**src/rtl/grp_irq_pkg.sv**
```systemverilog
package grp_irq_pkg;

    typedef enum logic {
        CFG_LEVEL = 1'b0,
        CFG_ADMIT = 1'b1
    } cfg_kind_e;

    localparam int BYTE_OFS_W = 2;

endpackage

```
**src/rtl/grp_pin_sync.sv**
```systemverilog
module grp_pin_sync #(
    parameter int WIDTH = 256
) (
    input  logic             clk,
    input  logic             rst_n,
    input  logic [WIDTH-1:0] din,
    output logic [WIDTH-1:0] dout
);

    typedef struct packed {
        logic [WIDTH-1:0] meta;
        logic [WIDTH-1:0] stable;
    } sync_t;

    sync_t st_d, st_q;

    always_comb begin
        st_d        = st_q;
        st_d.meta   = din;
        st_d.stable = st_q.meta;
    end

    always_ff @(posedge clk) begin
        st_q <= st_d;
    end

    assign dout = st_q.stable;

    assert_sync_two_stage_R8: assert property (
        @(posedge clk) disable iff (!rst_n)
        $past(rst_n, 2) |-> dout == $past(din, 2)
    );

endmodule

```
**src/rtl/grp_cfg_regs.sv**
```systemverilog
module grp_cfg_regs
    import grp_irq_pkg::*;
#(
    parameter int NUM_GROUPS = 2,
    parameter int NUM_PORTS  = 8,
    parameter int PORT_W     = 32,
    parameter int ADDR_W     = 7
) (
    input  logic                                         clk,
    input  logic                                         rst_n,
    input  logic                                         wr_en,
    input  logic [ADDR_W-1:0]                            addr,
    input  logic [PORT_W-1:0]                            wdata,
    output logic [PORT_W-1:0]                            rdata,
    output logic [NUM_GROUPS-1:0][NUM_PORTS-1:0][PORT_W-1:0] level_sel,
    output logic [NUM_GROUPS-1:0][NUM_PORTS-1:0][PORT_W-1:0] admit
);

    localparam int PIDX_W   = (NUM_PORTS > 1) ? $clog2(NUM_PORTS) : 1;
    localparam int GIDX_W   = (NUM_GROUPS > 1) ? $clog2(NUM_GROUPS) : 1;
    localparam int PIDX_LSB = BYTE_OFS_W;
    localparam int KIND_BIT = BYTE_OFS_W + PIDX_W;
    localparam int GIDX_LSB = KIND_BIT + 1;

    typedef struct packed {
        logic [NUM_GROUPS-1:0][NUM_PORTS-1:0][PORT_W-1:0] lvl;
        logic [NUM_GROUPS-1:0][NUM_PORTS-1:0][PORT_W-1:0] adm;
    } cfg_t;

    cfg_t st_d, st_q;

    logic [GIDX_W-1:0] grp_idx;
    logic [PIDX_W-1:0] port_idx;
    cfg_kind_e         kind;
    logic              hit;

    always_comb begin
        grp_idx  = addr[GIDX_LSB +: GIDX_W];
        port_idx = addr[PIDX_LSB +: PIDX_W];
        kind     = cfg_kind_e'(addr[KIND_BIT]);
        hit      = (int'(grp_idx) < NUM_GROUPS) && (int'(port_idx) < NUM_PORTS);
    end

    always_comb begin
        st_d = st_q;
        if (wr_en && hit) begin
            if (kind == CFG_ADMIT) begin
                st_d.adm[grp_idx][port_idx] = wdata;
            end else begin
                st_d.lvl[grp_idx][port_idx] = wdata;
            end
        end
    end

    always_ff @(posedge clk) begin
        if (!rst_n) begin
            st_q.lvl <= '1;
            st_q.adm <= '0;
        end else begin
            st_q <= st_d;
        end
    end

    always_comb begin
        rdata = '0;
        if (hit) begin
            rdata = (kind == CFG_ADMIT) ? st_q.adm[grp_idx][port_idx]
                                        : st_q.lvl[grp_idx][port_idx];
        end
    end

    assign level_sel = st_q.lvl;
    assign admit     = st_q.adm;

    assert_cfg_reset_R1: assert property (
        @(posedge clk)
        !rst_n |=> (st_q.lvl == '1 && st_q.adm == '0)
    );

    assert_cfg_write_admit_R2: assert property (
        @(posedge clk) disable iff (!rst_n)
        (wr_en && hit && kind == CFG_ADMIT) |=>
            st_q.adm[$past(grp_idx)][$past(port_idx)] == $past(wdata)
    );

    assert_cfg_write_level_R2: assert property (
        @(posedge clk) disable iff (!rst_n)
        (wr_en && hit && kind == CFG_LEVEL) |=>
            st_q.lvl[$past(grp_idx)][$past(port_idx)] == $past(wdata)
    );

    assert_cfg_hold_R2: assert property (
        @(posedge clk) disable iff (!rst_n)
        !wr_en |=> $stable(st_q)
    );

endmodule

```
**src/rtl/grp_match.sv**
```systemverilog
module grp_match #(
    parameter int NUM_PORTS = 8,
    parameter int PORT_W    = 32
) (
    input  logic                                clk,
    input  logic                                rst_n,
    input  logic [NUM_PORTS-1:0][PORT_W-1:0]    pins_sync,
    input  logic [NUM_PORTS-1:0][PORT_W-1:0]    level_sel,
    input  logic [NUM_PORTS-1:0][PORT_W-1:0]    admit,
    output logic                                irq
);

    typedef struct packed {
        logic irq;
    } match_t;

    match_t st_d, st_q;

    logic [NUM_PORTS-1:0] port_hit;

    for (genvar p = 0; p < NUM_PORTS; p++) begin : g_port
        logic [PORT_W-1:0] at_level;
        assign at_level    = ~(pins_sync[p] ^ level_sel[p]);
        assign port_hit[p] = |(at_level & admit[p]);
    end

    always_comb begin
        st_d     = st_q;
        st_d.irq = |port_hit;
    end

    always_ff @(posedge clk) begin
        if (!rst_n) begin
            st_q <= '0;
        end else begin
            st_q <= st_d;
        end
    end

    assign irq = st_q.irq;

    assert_irq_needs_admit_R5: assert property (
        @(posedge clk) disable iff (!rst_n)
        (admit == '0) |=> !irq
    );

    assert_irq_reset_R1: assert property (
        @(posedge clk)
        !rst_n |=> !irq
    );

endmodule

```
**src/rtl/grp_irq_combiner.sv**
```systemverilog
module grp_irq_combiner
    import grp_irq_pkg::*;
#(
    parameter int NUM_GROUPS = 2,
    parameter int NUM_PORTS  = 8,
    parameter int PORT_W     = 32,
    parameter int ADDR_W     = BYTE_OFS_W + ((NUM_PORTS > 1) ? $clog2(NUM_PORTS) : 1)
                               + 1 + ((NUM_GROUPS > 1) ? $clog2(NUM_GROUPS) : 1)
) (
    input  logic                          clk,
    input  logic                          rst_n,
    input  logic                          wr_en,
    input  logic [ADDR_W-1:0]             addr,
    input  logic [PORT_W-1:0]             wdata,
    output logic [PORT_W-1:0]             rdata,
    input  logic [NUM_PORTS*PORT_W-1:0]   pins,
    output logic [NUM_GROUPS-1:0]         irq
);

    localparam int PIN_COUNT = NUM_PORTS * PORT_W;

    logic [PIN_COUNT-1:0]                              pins_flat_sync;
    logic [NUM_PORTS-1:0][PORT_W-1:0]                  pins_sync;
    logic [NUM_GROUPS-1:0][NUM_PORTS-1:0][PORT_W-1:0]  level_sel;
    logic [NUM_GROUPS-1:0][NUM_PORTS-1:0][PORT_W-1:0]  admit;

    grp_pin_sync #(
        .WIDTH (PIN_COUNT)
    ) u_sync (
        .clk   (clk),
        .rst_n (rst_n),
        .din   (pins),
        .dout  (pins_flat_sync)
    );

    assign pins_sync = pins_flat_sync;

    grp_cfg_regs #(
        .NUM_GROUPS (NUM_GROUPS),
        .NUM_PORTS  (NUM_PORTS),
        .PORT_W     (PORT_W),
        .ADDR_W     (ADDR_W)
    ) u_cfg (
        .clk       (clk),
        .rst_n     (rst_n),
        .wr_en     (wr_en),
        .addr      (addr),
        .wdata     (wdata),
        .rdata     (rdata),
        .level_sel (level_sel),
        .admit     (admit)
    );

    for (genvar g = 0; g < NUM_GROUPS; g++) begin : g_group
        grp_match #(
            .NUM_PORTS (NUM_PORTS),
            .PORT_W    (PORT_W)
        ) u_match (
            .clk       (clk),
            .rst_n     (rst_n),
            .pins_sync (pins_sync),
            .level_sel (level_sel[g]),
            .admit     (admit[g]),
            .irq       (irq[g])
        );
    end

endmodule

```
**config.mk**
```make
export PLATFORM = sky130hd
export DESIGN_NAME = grp_irq_combiner
export DESIGN_NICKNAME = d
export VERILOG_FILES = /design/src/rtl/grp_irq_pkg.sv /design/src/rtl/grp_pin_sync.sv /design/src/rtl/grp_cfg_regs.sv /design/src/rtl/grp_match.sv /design/src/rtl/grp_irq_combiner.sv
export SDC_FILE = /design/constraint.sdc
export NUM_CORES = 2
export LEC_CHECK = 0
export BUFFER_PORTS_ARGS = -buffer_cell sky130_fd_sc_hd__buf_2
export CORE_ASPECT_RATIO = 1.5
export CORE_MARGIN = 2
export CORE_UTILIZATION = 45
export CTS_BUF_LIST = sky130_fd_sc_hd__clkbuf_2 sky130_fd_sc_hd__clkbuf_4 sky130_fd_sc_hd__clkbuf_8
export DETAILED_ROUTE_END_ITERATION = 6
export HOLD_SLACK_MARGIN = 0.02
export SLEW_MARGIN = 30
export SYNTH_ARGS = -nofsm -noshare
export SYNTH_HDL_FRONTEND = slang
export SYNTH_HIERARCHICAL = 1
export SYNTH_SLANG_ARGS = --single-unit
```
**constraint.sdc**
```tcl
create_clock -name clk -period 2.57 [get_ports clk]
set_input_delay 0.257 -clock clk [delete_from_list [all_inputs] [get_ports clk]]
set_output_delay 0.257 -clock clk [all_outputs]
set_load 0.02 [all_outputs]
```
==> run summary <==
The tools report the startpoint class of the critical path as a flop. For the global-route wire length before repair, the log shows 511,000 um. After layout, the minimum clock period comes to 3140 ps. The overall routed net length is 381,000 um, and the summed instance area of the synthesized netlist is 0.0623 mm^2. The proportion of layout cells with a drive suffix above 1 is 0.251. Summed over all layers, the global routing overflow is 0.

The area enclosed by the die boundary is 0.142 mm^2, and the actual transition at the worst max-transition pin is 1070 ps. The initial antenna violation count was 41. Class of the tightest hold or removal check: in2reg. The sequential-to-total area share from yosys stat is 0.494. The run gives 1.08 as the weighted congestion reported at the end of routability-driven placement.

The floorplan step set the die width to 308 um. The tools report the number of pins exceeding their max-slew limit in the final report as 0. After detailed routing, the number of remaining DRC violations is 4.

The power density normalized to cell area is 650 mW/mm^2, and the part of the cycle the worst path needs is 1.22. Timing analysis after detailed placement gives a worst setup slack of -642 ps. Setup violations remaining at the end of the flow were counted as 32. TritonCTS built the clock tree. The largest clock skew in the final design is 48.8 ps, and the number of cells produced by synthesis is 6,822. The run gives 319 MHz as the maximum clock frequency. The longest clock path from root to sink contains 3 buffers. The number of enable-type register cells in the synthesized netlist was 0; the row count was 167. The routed layout has 62.9k vias.

After synthesis, the cell types taking the most area are dfxtp_1, nand2_1, xnor2_1. Dividing the detail-routed wire length by the instance count gives 37.6 um. The portion of synthesized cell area occupied by the leading cell type was 0.494; the total negative slack for setup checks was -12,220 ps. The standby leakage power is 34.1 nW, and the count of H-tree levels built during CTS is 4. The clock edge transition at the registers on the reported setup and hold paths works out to 70 ps. The tools report the via count of the first global-routing pass as 61.0k. The final reports fail on design-rule violations, negative setup slack.

The async set-or-reset flop fraction in the synthesized netlist was 0. The starting density of the core is 0.453, and the biggest fanout along the worst timing path is 2. The tightest slew margin relative to the limit was 0.285; the largest net degree at the start of global routing was 131. The setup slack after layout is -567 ps.

The vertical die dimension works out to 460 um. Counting the fill cells in the layout gives 11.4k. CTS saw 1,538 sinks.

The top flip-flop cell by instance count after synthesis was dfxtp_1. The area growth from synthesis to layout is 35.2%. IR analysis of the VDD net gives a maximum drop of 0.564 mV. For the final standard cell utilization of the core, the log shows 0.612. Setup repair after global routing could not meet its margin everywhere. For the number of buffers created by CTS, the log shows 228. In this run the worst setup path begins at u_cfg/level_sel[224]$_SDFFE_PN1P_.

The floorplan step defined a core boundary enclosing 0.138 mm^2. The HPWL after detailed placement is 267,000 um. After synthesis the netlist holds a flip-flop and latch count of 1,538. The clock root buffer was clkbuf_8.

The tools report the antenna violation net count after detailed routing as 0. Type of the setup path with the least slack: reg2out. The flow ran to the end, but the final reports show violations.

The leading area contributor after synthesis is dfxtp_1. Number of hold violations in the final report: 0. STA puts the critical path data required time at 2310 ps. STA classifies the critical path endpoint as a primary output. The count of port buffers added during placement is 329, and the via density per instance is 6.20.

Yosys printed 6 warnings. For the worst setup path, the data arrival time is 2880 ps. The post-synth net total was 7,120. The logs give 0.0710 mm^2 for the placed standard-cell area and 153 ps for the tightest hold margin.

The max-cap check violation count is 0. A synthesized cell averages 9.14 um^2. The number of violations reported at the end of detailed-routing iteration 0 is 9,125.

The count of boundary I/O pins was 332. Before antenna repair, the detailed router went through 7 iterations. The tools report the post-route cell area as 0.0842 mm^2. Most common cell in the synthesized netlist: nand2_1. The net count of the finished layout came out at 8,455. The startpoint of the lowest-slack register-to-register path is u_sync/dout[81]$_DFF_P_. Clock latency at the later pin of the worst-skew pair: 1060 ps.

The unique cell type count in the Yosys netlist is 51. Ranked by instance count, the synthesized netlist is headed by nand2_1, dfxtp_1, nand3_1, xnor2_1, a21boi_0. In this run the most critical hold path is launched from rst_n.

The run gives 0.532 as the total routing resource utilization after global routing.
## final cells by class
class | count | area [um^2] | area share
repair buffers | 1626 | 14600 | 0.173
clock buffers | 330 | 4270 | 0.0506
multi-input cells | 4762 | 30700 | 0.364
inverters | 1 | 3.75 | 0.0000446
flip-flops and latches | 1538 | 31100 | 0.370
well taps | 1774 | 2220 | 0.0263
diodes | 31 | 77.6 | 0.000921
clock inverters | 92 | 1290 | 0.0153
## cell families (layout without fill, tap and decap cells)
logic type,count (synthesis),after routing,synth area share
AND/OR/NAND/NOR,2901,2901,0.192
XOR/XNOR,512,512,0.0719
other,0,31,0
multiplexers,376,376,0.0897
flip-flops,1538,1538,0.494
AO/OA/AOI/OAI,973,973,0.115
buffers and inverters,522,2049,0.0383
## final timing paths
kind	to	slack, ps	cells past startpoint
min reg2reg	u_sync/dout[13]$_DFF_P_	300	0
max reg2reg	g_group[0].u_match/irq$_SDFF_PN0_	20	8
max	rdata[0]	-570	7
min	u_cfg/level_sel[105]$_SDFFE_PN1P_	150	3
## sequential cells by signal, indices dropped and copies added (netlist names)
register,cells
g_group.u_match/irq,2
u_cfg/admit,512
u_cfg/level_sel,512
u_sync/dout,256
u_sync/st_d,256
## critical path, cell delays in order (launching register included)
cell and delay (ps):
dfxtp_4 380, buf_4 180, mux4_2 470, a22oi_2 200, buf_6 170, a21oi_1 80
buf_4 190, buf_6 140
## per-stage QoR
stage	std cells	power, mW
after floorplan	6822	27.3
after global placement	9105	29.7
after detailed placement	9105	29.7
after CTS	10100	54.2
after global routing	10100	55.8
final	10200	54.8
## metal layers
| metal | wire, um | GRT usage | share of wire | up-vias |
|---|---|---|---|---|
| li1 | - | - | - | 25800 |
| met1 | 121000 | 0.556 | 0.32 | 30200 |
| met2 | 164000 | 0.806 | 0.43 | 5069 |
| met3 | 40800 | 0.157 | 0.11 | 1823 |
| met4 | 55500 | 0.601 | 0.15 | 16 |
| met5 | 248 | 0.00729 | 0.00065 | - |
## power by group
| group | switching, mW | internal, mW | total, mW | leakage (nW) |
|---|---|---|---|---|
| clock | 10.7 | 13.6 | 24.3 | 2.89 |
| sequential | 0.639 | 24.4 | 25.0 | 12.6 |
| combinational | 3.08 | 2.29 | 5.37 | 18.5 |
## cells in the final DEF, fill, tap and decap left out, drive strengths merged, types with 3 or more instances in the layout
cell         count
nand2         2196
dfxtp         1538
buf           1078
dlygate4sd3    547
nand3          513
xnor2          512
a21boi         512
clkbuf         331
a22oi          266
mux2i          215
mux4           144
o22ai           78
nor2            71
nand4           68
clkinv          43
a21oi           32
diode           31
bufinv          28
nor4            18
mux2            17
o221ai          16
a31oi           15
a211oi          14
clkinvlp        13
a2111oi         13
nor3            11
o21ai           11
a221oi          11
inv              9
or3b             4
or3              4
nor3b            4
nand3b           3
## repair_timing
item / in CTS / in global routing
resized for setup: 444 / 100
pin swaps: 89 / 45
hold buffers: 547 / 0
buffers inserted: 67 / 12
hold endpoints to repair: 1269 / 0
endpoints found under the setup margin: 32 / 34
No activity file was read; power rests on OpenSTA's default activity.
